[config.mk]
export PLATFORM = sky130hd
export DESIGN_NAME = dac_quad_loader
export DESIGN_NICKNAME = d
export VERILOG_FILES = /design/src/rtl/dacld_pkg.sv /design/src/rtl/dacld_sync.sv /design/src/rtl/dacld_decode.sv /design/src/rtl/dacld_bank.sv /design/src/rtl/dac_quad_loader.sv
export SDC_FILE = /design/constraint.sdc
export NUM_CORES = 1
export LEC_CHECK = 0
export BUFFER_PORTS_ARGS = -buffer_cell sky130_fd_sc_hd__buf_2
export CORE_ASPECT_RATIO = 1.2
export CORE_MARGIN = 3
export CORE_UTILIZATION = 34
export CTS_CLUSTER_DIAMETER = 150
export DETAILED_ROUTE_END_ITERATION = 10
export PLACE_DENSITY = 0.55
export SLEW_MARGIN = 10
export SYNTH_ARGS = -nofsm -noshare
export SYNTH_HDL_FRONTEND = slang
export SYNTH_SLANG_ARGS = --single-unit
export TNS_END_PERCENT = 20
[constraint.sdc]
create_clock -name clk -period 2.2 [get_ports clk]
set_input_delay 0.22 -clock clk [delete_from_list [all_inputs] [get_ports clk]]
set_output_delay 0.22 -clock clk [all_outputs]
set_load 0.01 [all_outputs]
[src/rtl/dacld_pkg.sv]
package dacld_pkg;
    // Which part of a channel word a write targets
    typedef enum logic [1:0] {
        FLD_FULL = 2'd0,
        FLD_LO   = 2'd1,
        FLD_HI   = 2'd2
    } fld_e;
endpackage

[src/rtl/dacld_sync.sv]
module dacld_sync #(
    parameter int              WB      = 8,
    parameter int              STAGES  = 2,
    parameter logic [WB-1:0]   RST_VAL = '1
) (
    input  logic          clk,
    input  logic          rst_n,
    input  logic [WB-1:0] d_in,
    output logic [WB-1:0] d_out
);
    logic [STAGES-1:0][WB-1:0] st_d, st_q;

    always_comb begin
        st_d[0] = d_in;
        for (int i = 1; i < STAGES; i++) begin
            st_d[i] = st_q[i-1];
        end
    end

    always_ff @(posedge clk or negedge rst_n) begin
        if (!rst_n) st_q <= {STAGES{RST_VAL}};
        else        st_q <= st_d;
    end

    assign d_out = st_q[STAGES-1];
endmodule

[src/rtl/dacld_decode.sv]
module dacld_decode
    import dacld_pkg::*;
#(
    parameter int DW  = 14,
    parameter int AW  = 3,
    parameter int NCH = 4,
    localparam int CHW = $clog2(NCH),
    localparam int WB  = 4 + AW + DW
) (
    input  logic           clk,
    input  logic           rst_n,
    input  logic [WB-1:0]  smp,
    output logic           ev_vld,
    output logic [CHW-1:0] ev_chan,
    output fld_e           ev_fld,
    output logic [DW-1:0]  ev_data
);
    typedef struct packed {
        logic          wr_n;
        logic          cs_n;
        logic          bmode;
        logic          hsel;
        logic [AW-1:0] addr;
        logic [DW-1:0] data;
    } smp_t;

    typedef struct packed {
        smp_t prev;
    } st_t;

    st_t  st_d, st_q;
    smp_t cur;
    logic rise, in_range;

    always_comb begin
        cur       = smp_t'(smp);
        st_d.prev = cur;
        // the bus values sampled in the last cycle the strobe was low
        rise      = cur.wr_n && !st_q.prev.wr_n;
        in_range  = int'(st_q.prev.addr) < NCH;
        ev_vld    = rise && !st_q.prev.cs_n && in_range;
        ev_chan   = st_q.prev.addr[CHW-1:0];
        ev_data   = st_q.prev.data;
        if (!st_q.prev.bmode)    ev_fld = FLD_FULL;
        else if (st_q.prev.hsel) ev_fld = FLD_HI;
        else                     ev_fld = FLD_LO;
    end

    always_ff @(posedge clk or negedge rst_n) begin
        if (!rst_n) st_q <= '1;
        else        st_q <= st_d;
    end

    // one strobe edge yields one event, never two in a row
    p_single_event_r9: assert property (@(posedge clk) disable iff (!rst_n)
        ev_vld |=> !ev_vld);
endmodule

[src/rtl/dacld_bank.sv]
module dacld_bank
    import dacld_pkg::*;
#(
    parameter int DW   = 14,
    parameter int LO_W = 8,
    parameter int NCH  = 4,
    localparam int CHW  = $clog2(NCH),
    localparam int HI_W = DW - LO_W
) (
    input  logic               clk,
    input  logic               rst_n,
    input  logic               ev_vld,
    input  logic [CHW-1:0]     ev_chan,
    input  fld_e               ev_fld,
    input  logic [DW-1:0]      ev_data,
    output logic [NCH*DW-1:0]  words,
    output logic               stb,
    output logic [CHW-1:0]     chan
);
    typedef struct packed {
        logic [NCH-1:0][DW-1:0] word;
        logic                   stb;
        logic [CHW-1:0]         chan;
    } st_t;

    st_t st_d, st_q;

    always_comb begin
        st_d     = st_q;
        st_d.stb = ev_vld;
        if (ev_vld) st_d.chan = ev_chan;
        for (int c = 0; c < NCH; c++) begin
            if (ev_vld && ev_chan == CHW'(c)) begin
                case (ev_fld)
                    FLD_LO:  st_d.word[c][LO_W-1:0] = ev_data[LO_W-1:0];
                    FLD_HI:  st_d.word[c][DW-1:LO_W] = ev_data[HI_W-1:0];
                    default: st_d.word[c] = ev_data;
                endcase
            end
        end
    end

    always_ff @(posedge clk or negedge rst_n) begin
        if (!rst_n) st_q <= '0;
        else        st_q <= st_d;
    end

    assign words = st_q.word;
    assign stb   = st_q.stb;
    assign chan  = st_q.chan;

    // the report strobe never stays high for two cycles
    p_stb_pulse_r7: assert property (@(posedge clk) disable iff (!rst_n)
        st_q.stb |=> !st_q.stb);

    for (genvar g = 0; g < NCH; g++) begin : g_chk
        // a low-half write leaves the high half alone
        p_lo_keeps_hi_r3: assert property (@(posedge clk) disable iff (!rst_n)
            (ev_vld && ev_chan == CHW'(g) && ev_fld == FLD_LO)
            |=> $stable(st_q.word[g][DW-1:LO_W]));
        // a high-half write leaves the low half alone
        p_hi_keeps_lo_r4: assert property (@(posedge clk) disable iff (!rst_n)
            (ev_vld && ev_chan == CHW'(g) && ev_fld == FLD_HI)
            |=> $stable(st_q.word[g][LO_W-1:0]));
        // a word not targeted by an event holds its value
        p_other_ch_r8: assert property (@(posedge clk) disable iff (!rst_n)
            !(ev_vld && ev_chan == CHW'(g)) |=> $stable(st_q.word[g]));
    end
endmodule

[src/rtl/dac_quad_loader.sv]
module dac_quad_loader
    import dacld_pkg::*;
#(
    parameter int DW     = 14,
    parameter int LO_W   = 8,
    parameter int AW     = 3,
    parameter int NCH    = 4,
    parameter int STAGES = 2
) (
    input  logic                    clk,
    input  logic                    rst_n,
    input  logic                    cs_n,
    input  logic                    wr_n,
    input  logic [AW-1:0]           chan_addr,
    input  logic                    byte_mode,
    input  logic                    hi_sel,
    input  logic [DW-1:0]           din,
    output logic [NCH*DW-1:0]       dac_words,
    output logic                    wr_stb,
    output logic [$clog2(NCH)-1:0]  wr_chan
);
    localparam int CHW = $clog2(NCH);
    localparam int WB  = 4 + AW + DW;

    logic [WB-1:0]  bus_raw, bus_sync;
    logic           ev_vld;
    logic [CHW-1:0] ev_chan;
    fld_e           ev_fld;
    logic [DW-1:0]  ev_data;

    assign bus_raw = {wr_n, cs_n, byte_mode, hi_sel, chan_addr, din};

    dacld_sync #(.WB(WB), .STAGES(STAGES), .RST_VAL({WB{1'b1}})) u_sync (
        .clk   (clk),
        .rst_n (rst_n),
        .d_in  (bus_raw),
        .d_out (bus_sync)
    );

    dacld_decode #(.DW(DW), .AW(AW), .NCH(NCH)) u_dec (
        .clk     (clk),
        .rst_n   (rst_n),
        .smp     (bus_sync),
        .ev_vld  (ev_vld),
        .ev_chan (ev_chan),
        .ev_fld  (ev_fld),
        .ev_data (ev_data)
    );

    dacld_bank #(.DW(DW), .LO_W(LO_W), .NCH(NCH)) u_bank (
        .clk     (clk),
        .rst_n   (rst_n),
        .ev_vld  (ev_vld),
        .ev_chan (ev_chan),
        .ev_fld  (ev_fld),
        .ev_data (ev_data),
        .words   (dac_words),
        .stb     (wr_stb),
        .chan    (wr_chan)
    );

    // every report strobe follows an event one cycle earlier
    p_stb_after_event_r7: assert property (@(posedge clk) disable iff (!rst_n)
        $rose(wr_stb) |-> $past(ev_vld));
endmodule

==> results_dict.tcl, run 1 <==
set metrics [dict create \
    fillCellCount 966 \
    cap_violations 0 \
    synthArstFlopShare 1.00 \
    synth_seq_cells 122 \
    min_hold_slack_ns 0.353 \
    dieArea_um2 13200 \
    drive_gt1_frac 0.730 \
    synth_area_leaders "sky130_fd_sc_hd__dfstp_2 41%, sky130_fd_sc_hd__dfrtp_1 37%, sky130_fd_sc_hd__mux2_2 17%, sky130_fd_sc_hd__nor4b_4 1.2%, sky130_fd_sc_hd__nand2_1 0.75%" \
    route.antenna.remaining_nets 0 \
    grt_pass1_wl_mm 12.1 \
    ir_drop_mv 0.439 \
    drt_iter0_drc 34 \
    nNetsFinal 358 \
    p_leak_nw 2.64 \
    cp_max_fo 6 \
    pre_cts_ws_ns 0.0381 \
    relSlewSlack 0.598 \
    rsz_0062_raised_after_global_routing "no" \
    std_cell_rows 42 \
    criticalPathCategory "reg2reg" \
    adder_cell_fraction_of_synth_area 0 \
    antenna-diode-count 0 \
    synth_compound_gate_area_share 0 \
    multi_input_area_um2 871 \
    power_per_cell_area_nw_per_um2 1090 \
    met3_track_demand_over_resource 0.0515 \
    global_route.usage.met1 0.143 \
    die_h_um 125 \
    final-seq-area_um2 3130 \
    fin_tns_setup_ns 0 \
    hold_class "reg2reg" \
    routed_wl_mm 7.22 \
    total_non_filler_cell_area_in_the_finished_layout_um2 5550 \
    synth_fp_nets 231 \
    synth_top_flop_cell "sky130_fd_sc_hd__dfstp_2" \
    p_total_mw 6.03 \
    use_met2 0.195 \
    globalRouteTotalUtil 0.122 \
    cts_setup_buffers 0 \
    worst-endpoint-arrival_ns 2.40 \
    detailroute.via_count 2108 \
    syn-instance-count 208 \
    synthSimpleGateAreaFrac 0.0428 \
    critical_path_required_ns 2.49 \
    synth_top_area_cell "sky130_fd_sc_hd__dfstp_2" \
    hpwlAfterDp_mm 4.98 \
    synth_xor_xnor_area_share 0 \
    post_synth_edffs 0 \
    post_drt_via_cell_ratio 4.20 \
    initial_utilization 0.357 \
    globalRouteOverflowTotal 0 \
    synth_top_cell_area_share 0.411 \
    hold_path_depth 0 \
    synth_mux_area_frac 0.173 \
    synth_top_cells_by_count "63 x sky130_fd_sc_hd__dfstp_2, 61 x sky130_fd_sc_hd__mux2_2, 59 x sky130_fd_sc_hd__dfrtp_1, 8 x sky130_fd_sc_hd__nand2_1" \
    seq_total_area_yosys 0.777 \
    io_buffer_count 81 \
    skew_pair_late_insertion_delay_ns 0.41 \
    maximum_level_of_the_cts_h_tree 4 \
    clk_pin_slew_worst_paths_ns 0.06 \
    numClockSinks 122 \
    synth_area_per_cell_um2 19.4 \
    max_freq_mhz 474 \
    pin_count_of_the_biggest_net_entering_global_routing 48 \
    synthToLayoutAreaGrowth_pct 37.7 \
    post-synth-top-count-cell "sky130_fd_sc_hd__dfstp_2" \
    antenna_violations_before_repair 0 \
    postPlaceCellArea_um2 4710 \
    setup_viol_count_final 0 \
    synth_cell_types 19 \
    non_filler_cells_in_the_finished_layout 502 \
    combinational_family_with_the_most_area_after_synthesis "multiplexers" \
    gp_congestion 0.728 \
    post-route-min-period_ns 2.11 \
    clk_root_buffer_cell "sky130_fd_sc_hd__clkbuf_16" \
    floorplan.io_pins 82 \
    tritoncts "built" \
    dp_cells 448 \
    slew_viol_final 0 \
    die_width_um 105 \
    warnings_synthesis 0 \
    post_synth_instance_area_um2 4030 \
    tightestPinTransition_ns 0.603 \
    hold_viol 0 \
    final_worst_setup_slack_ns 0.0899 \
    final.period_utilization 0.959 \
    endpoint_kind "register" \
    coreArea_um2 11300 \
    skew_ns 0.00456 \
    wl_per_cell_um 14.4 \
    run_status "complete, no violations" \
    critical_path.startpoint_type "register" \
    firstDrtPassIters 4 \
    reg2regPathDepth 4 \
    post_route_utilization 0.491 \
    gr-max-usage-layer "met2" \
    remaining_drc_errors 0 \
    numCtsBuffers 17 \
    cts-root-to-sink-buffers 2 \
    first_global_vias 2307 \
]
registers in the layout, indices dropped and copies added (netlist names):
register / cells
u_bank.chan: 2
u_bank.stb: 1
u_bank.words: 56
u_dec.ev_chan: 2
u_dec.ev_data: 14
u_dec.st_q: 5
u_sync.d_out: 21
u_sync.st_d: 21
critical path, cell delays in order (launching register included):
cell                      delay (ns)
sky130_fd_sc_hd__dfstp_2        0.52
sky130_fd_sc_hd__or4b_1         0.47
sky130_fd_sc_hd__buf_4          0.20
sky130_fd_sc_hd__nor4b_4        0.42
sky130_fd_sc_hd__mux2_2         0.39
cell type report:
class / instances / area share
sequential: 122 / 0.564
tap: 154 / 0.0347
inverter: 1 / 0.000676
multi-input combinational: 81 / 0.157
timing repair buffer: 112 / 0.132
clock inverter: 10 / 0.0183
clock buffer: 22 / 0.0931
final timing paths:
kind / start / endpoint / slack [ns]
min reg2reg: u_sync.d_out[4] / u_dec.ev_data[4] / 0.35
min in group asynchronous: rst_n / u_bank.chan[1] / 0.38
max reg2reg: u_sync.d_out[20] / u_bank.words[39] / 0.09
max: u_sync.d_out[20] / u_bank.words[39] / 0.09
max in group asynchronous: rst_n / u_sync.st_d[24] / 1.15
min: u_sync.d_out[4] / u_dec.ev_data[4] / 0.35
report_power, final:
group	switching [mW]	internal [mW]	total [mW]	leakage (nW)
registers	0.120	2.54	2.66	1.43
clock network	0.981	1.79	2.77	0.304
logic	0.288	0.316	0.604	0.905
total	1.39	4.64	6.03	2.64
kinds of logic after synthesis:
| logic type | after synthesis |
|---|---|
| buf+inv | 5 |
| flops | 122 |
| mux | 62 |
| simple gates | 19 |
metal layers:
metal | wire length [um] | share of wire
met1 | 3010 | 0.42
met2 | 3660 | 0.51
met3 | 405 | 0.056
met4 | 141 | 0.020
met5 | 0 | 0
cells in the final DEF (no fill, tap or decap):
master | synthesis | routed
sky130_fd_sc_hd__buf_12 | 0 | 3
sky130_fd_sc_hd__clkinvlp_4 | 0 | 1
sky130_fd_sc_hd__clkbuf_16 | 0 | 19
sky130_fd_sc_hd__dlygate4sd3_1 | 0 | 22
sky130_fd_sc_hd__dfstp_2 | 63 | 63
sky130_fd_sc_hd__nor3_4 | 1 | 1
sky130_fd_sc_hd__buf_4 | 2 | 7
sky130_fd_sc_hd__bufinv_16 | 0 | 1
sky130_fd_sc_hd__inv_4 | 0 | 1
sky130_fd_sc_hd__nor2_1 | 1 | 1
sky130_fd_sc_hd__or4b_1 | 1 | 1
sky130_fd_sc_hd__clkbuf_8 | 0 | 3
sky130_fd_sc_hd__nand3_2 | 1 | 1
sky130_fd_sc_hd__nand2_1 | 8 | 8
sky130_fd_sc_hd__nand3b_2 | 1 | 1
sky130_fd_sc_hd__inv_6 | 0 | 3
sky130_fd_sc_hd__nor4b_4 | 2 | 2
sky130_fd_sc_hd__nor2b_1 | 1 | 1
sky130_fd_sc_hd__nand4_2 | 1 | 1
sky130_fd_sc_hd__nand4b_2 | 1 | 1
sky130_fd_sc_hd__clkinv_4 | 0 | 3
sky130_fd_sc_hd__dfrtp_1 | 59 | 59
sky130_fd_sc_hd__buf_2 | 1 | 80
sky130_fd_sc_hd__mux2_1 | 1 | 1
sky130_fd_sc_hd__inv_2 | 1 | 1
sky130_fd_sc_hd__mux2_2 | 61 | 61
sky130_fd_sc_hd__and4b_1 | 1 | 1
sky130_fd_sc_hd__clkinv_2 | 0 | 1
what timing repair did:
action | in CTS | in global routing
endpoints found under the setup margin | 0 | 4
endpoints found under the hold margin | 45 | 0
resized for setup | 0 | 0
hold buffers | 22 | 0
Power figures use the tool's default switching activity.
==> run 2, diff against run 1 <==
Settings changed: CORE_UTILIZATION 34 to 53, PLACE_DENSITY 0.55 to 0.78, RECOVER_POWER set to 25.
==> run 2 against run 1 <==
Die area fell by 34%. Via count rose by 1.4%. Sequential power barely moved. Critical path depth did not move. Clock power fell by 7.9%. Hold slack got worse by 0.0043 ns. Clock skew rose by 0.0056 ns. Sequential share of layout area rose by 1.8 points. First-iteration DRC count rose by 140%. Final cell count fell by 13%. Global-route usage rose by 5.9 points. Fmax barely moved. Critical endpoint unchanged.
==> results_dict.tcl, run 2 (synthesized netlist as in run 1, its figures left out) <==
set metrics [dict create \
    run_status "complete, no violations" \
    rsz_0062_raised_after_global_routing "no" \
    synthToLayoutAreaGrowth_pct 33.6 \
    remaining_drc_errors 0 \
    detailroute.via_count 2138 \
    globalRouteOverflowTotal 0 \
    nNetsFinal 355 \
    routed_wl_mm 7.02 \
    io_buffer_count 81 \
    post_route_utilization 0.736 \
    tightestPinTransition_ns 0.915 \
    initial_utilization 0.551 \
    cp_max_fo 6 \
    final_common_cell "sky130_fd_sc_hd__buf_2" \
    most-common-layout-cells "79 x sky130_fd_sc_hd__buf_2, 63 x sky130_fd_sc_hd__dfstp_2, 61 x sky130_fd_sc_hd__mux2_2, 59 x sky130_fd_sc_hd__dfrtp_1, 22 x sky130_fd_sc_hd__dlygate4sd3_1" \
    hpwlAfterDp_mm 4.50 \
    criticalPathCategory "reg2reg" \
    combPwrFrac 0.103 \
    dieArea_um2 8690 \
    critical_path_required_ns 2.57 \
    antenna_violations_before_repair 0 \
    tritoncts "built" \
    setup_viol_count_final 0 \
    post_drt_via_cell_ratio 4.91 \
    final_worst_setup_slack_ns 0.0909 \
    relSlewSlack 0.390 \
    hold_class "reg2reg" \
    die_h_um 102 \
    clock_power_share 0.439 \
    cts_setup_buffers 0 \
    fillCellCount 453 \
    std_cell_rows 34 \
    hold_viol 0 \
    grt_pass1_wl_mm 11.6 \
    pre_cts_ws_ns 0.0499 \
    maximum_level_of_the_cts_h_tree 4 \
    sw_frac_of_total 0.221 \
    cap_violations 0 \
    numCtsBuffers 17 \
    coreArea_um2 7320 \
    wl_per_cell_um 16.1 \
    drive_gt1_frac 0.713 \
    largest_register_ff_count 56 \
    multi_input_area_um2 871 \
    floorplan.io_pins 82 \
    first_global_vias 2332 \
    antenna-diode-count 0 \
    power_per_cell_area_nw_per_um2 1080 \
    intPower_mw 4.53 \
    max_freq_mhz 474 \
    pin_count_of_the_biggest_net_entering_global_routing 65 \
    slew_viol_final 0 \
    worst-endpoint-arrival_ns 2.48 \
    globalRouteTotalUtil 0.181 \
    pwr-share-seq 0.458 \
    post-route-min-period_ns 2.11 \
    skew_ns 0.0102 \
    critical_path.startpoint_type "register" \
    clk_root_buffer_cell "sky130_fd_sc_hd__clkbuf_8" \
    endpoint_kind "register" \
    drt_iter0_drc 82 \
    route.antenna.remaining_nets 0 \
    fin_tns_setup_ns 0 \
    power.switching_mw 1.28 \
    skew_pair_late_insertion_delay_ns 0.50 \
    final.period_utilization 0.959 \
    clk_pin_slew_worst_paths_ns 0.05 \
    ir_drop_mv 0.820 \
    numClockSinks 122 \
    p_leak_nw 2.59 \
    gp_congestion 0.775 \
    firstDrtPassIters 4 \
    die_width_um 85.6 \
    final-seq-area_um2 3130 \
    cts-root-to-sink-buffers 2 \
]
-- run 2: changes by cell type in the layout (fill, tap and decap cells not counted) --
cell,change
sky130_fd_sc_hd__clkbuf_1,+5
sky130_fd_sc_hd__buf_4,-3
sky130_fd_sc_hd__clkinv_4,-3
sky130_fd_sc_hd__inv_6,-3
sky130_fd_sc_hd__clkbuf_16,-2
sky130_fd_sc_hd__clkbuf_8,+2
sky130_fd_sc_hd__clkinv_2,+2
sky130_fd_sc_hd__buf_12,-1
sky130_fd_sc_hd__buf_2,-1
sky130_fd_sc_hd__clkbuf_2,+1
sky130_fd_sc_hd__clkinvlp_4,+1
sky130_fd_sc_hd__inv_4,-1
-- run 2: area by class of cell --
type                    instances  area share
flip-flops and latches        122       0.582
repair buffers                109       0.129
well taps                      90      0.0209
multi-input cells              81       0.162
clock buffers                  26      0.0946
inverters                       1    0.000697
clock inverters                 6      0.0112
-- run 2: path summary, 6_finish.rpt --
| kind | from | end | slack [ns] | cells after the start |
|---|---|---|---|---|
| worst max-delay path | u_sync.d_out[20] | u_bank.words[39] | 0.09 | 4 |
| worst max register to register | u_sync.d_out[20] | u_bank.words[39] | 0.09 | 4 |
| max in group asynchronous | rst_n | u_dec.ev_data[0] | 0.91 | 3 |
| min in group asynchronous | rst_n | u_bank.words[24] | 0.40 | 2 |
| worst min register to register | u_sync.st_d[21] | u_sync.d_out[0] | 0.35 | 0 |
| worst min-delay path | u_sync.st_d[21] | u_sync.d_out[0] | 0.35 | 0 |
-- run 2: critical path, stage by stage, from the launching register on --
cell and delay (ns):
sky130_fd_sc_hd__dfstp_2 0.52, sky130_fd_sc_hd__or4b_1 0.47, sky130_fd_sc_hd__buf_4 0.20, sky130_fd_sc_hd__nor4b_4 0.41, sky130_fd_sc_hd__mux2_2 0.38
-- run 2: metal layers --
| metal | share of wire | routed length, um | global-route usage | vias up |
|---|---|---|---|---|
| met5 | 0 | 0 | 0 | - |
| met4 | 0.018 | 123 | 0.0999 | 0 |
| li1 | - | - | - | 977 |
| met2 | 0.55 | 3830 | 0.308 | 52 |
| met1 | 0.39 | 2770 | 0.207 | 1098 |
| met3 | 0.042 | 294 | 0.0529 | 11 |
-- run 2: per-stage QoR --
stage	hold slack [ns]	std cells	total power, mW	area (um^2)
2_1_floorplan	-0.0756	208	2.95	4030
3_3_place_gp	0.200	381	3.25	4600
3_5_place_dp	0.200	381	3.27	4600
4_1_cts	0.208	435	5.89	5390
5_1_grt	0.338	435	6.07	5380
6_report	0.349	435	5.81	5380
-- run 2: timing repair --
item	4_1_cts	5_1_grt
endpoints found under the setup margin	0	6
hold endpoints to repair	56	0
hold buffers	22	0
resized for setup	0	0
-- run 2: power groups by stage --
stage | logic [mW] | registers, mW | clock network, mW
finish | 0.598 | 2.66 | 2.55
global route | 0.654 | 2.69 | 2.73
CTS | 0.613 | 2.66 | 2.62
detailed placement | 0.578 | 2.69 | 0
global placement | 0.562 | 2.68 | 0
floorplan | 0.193 | 2.76 | 0
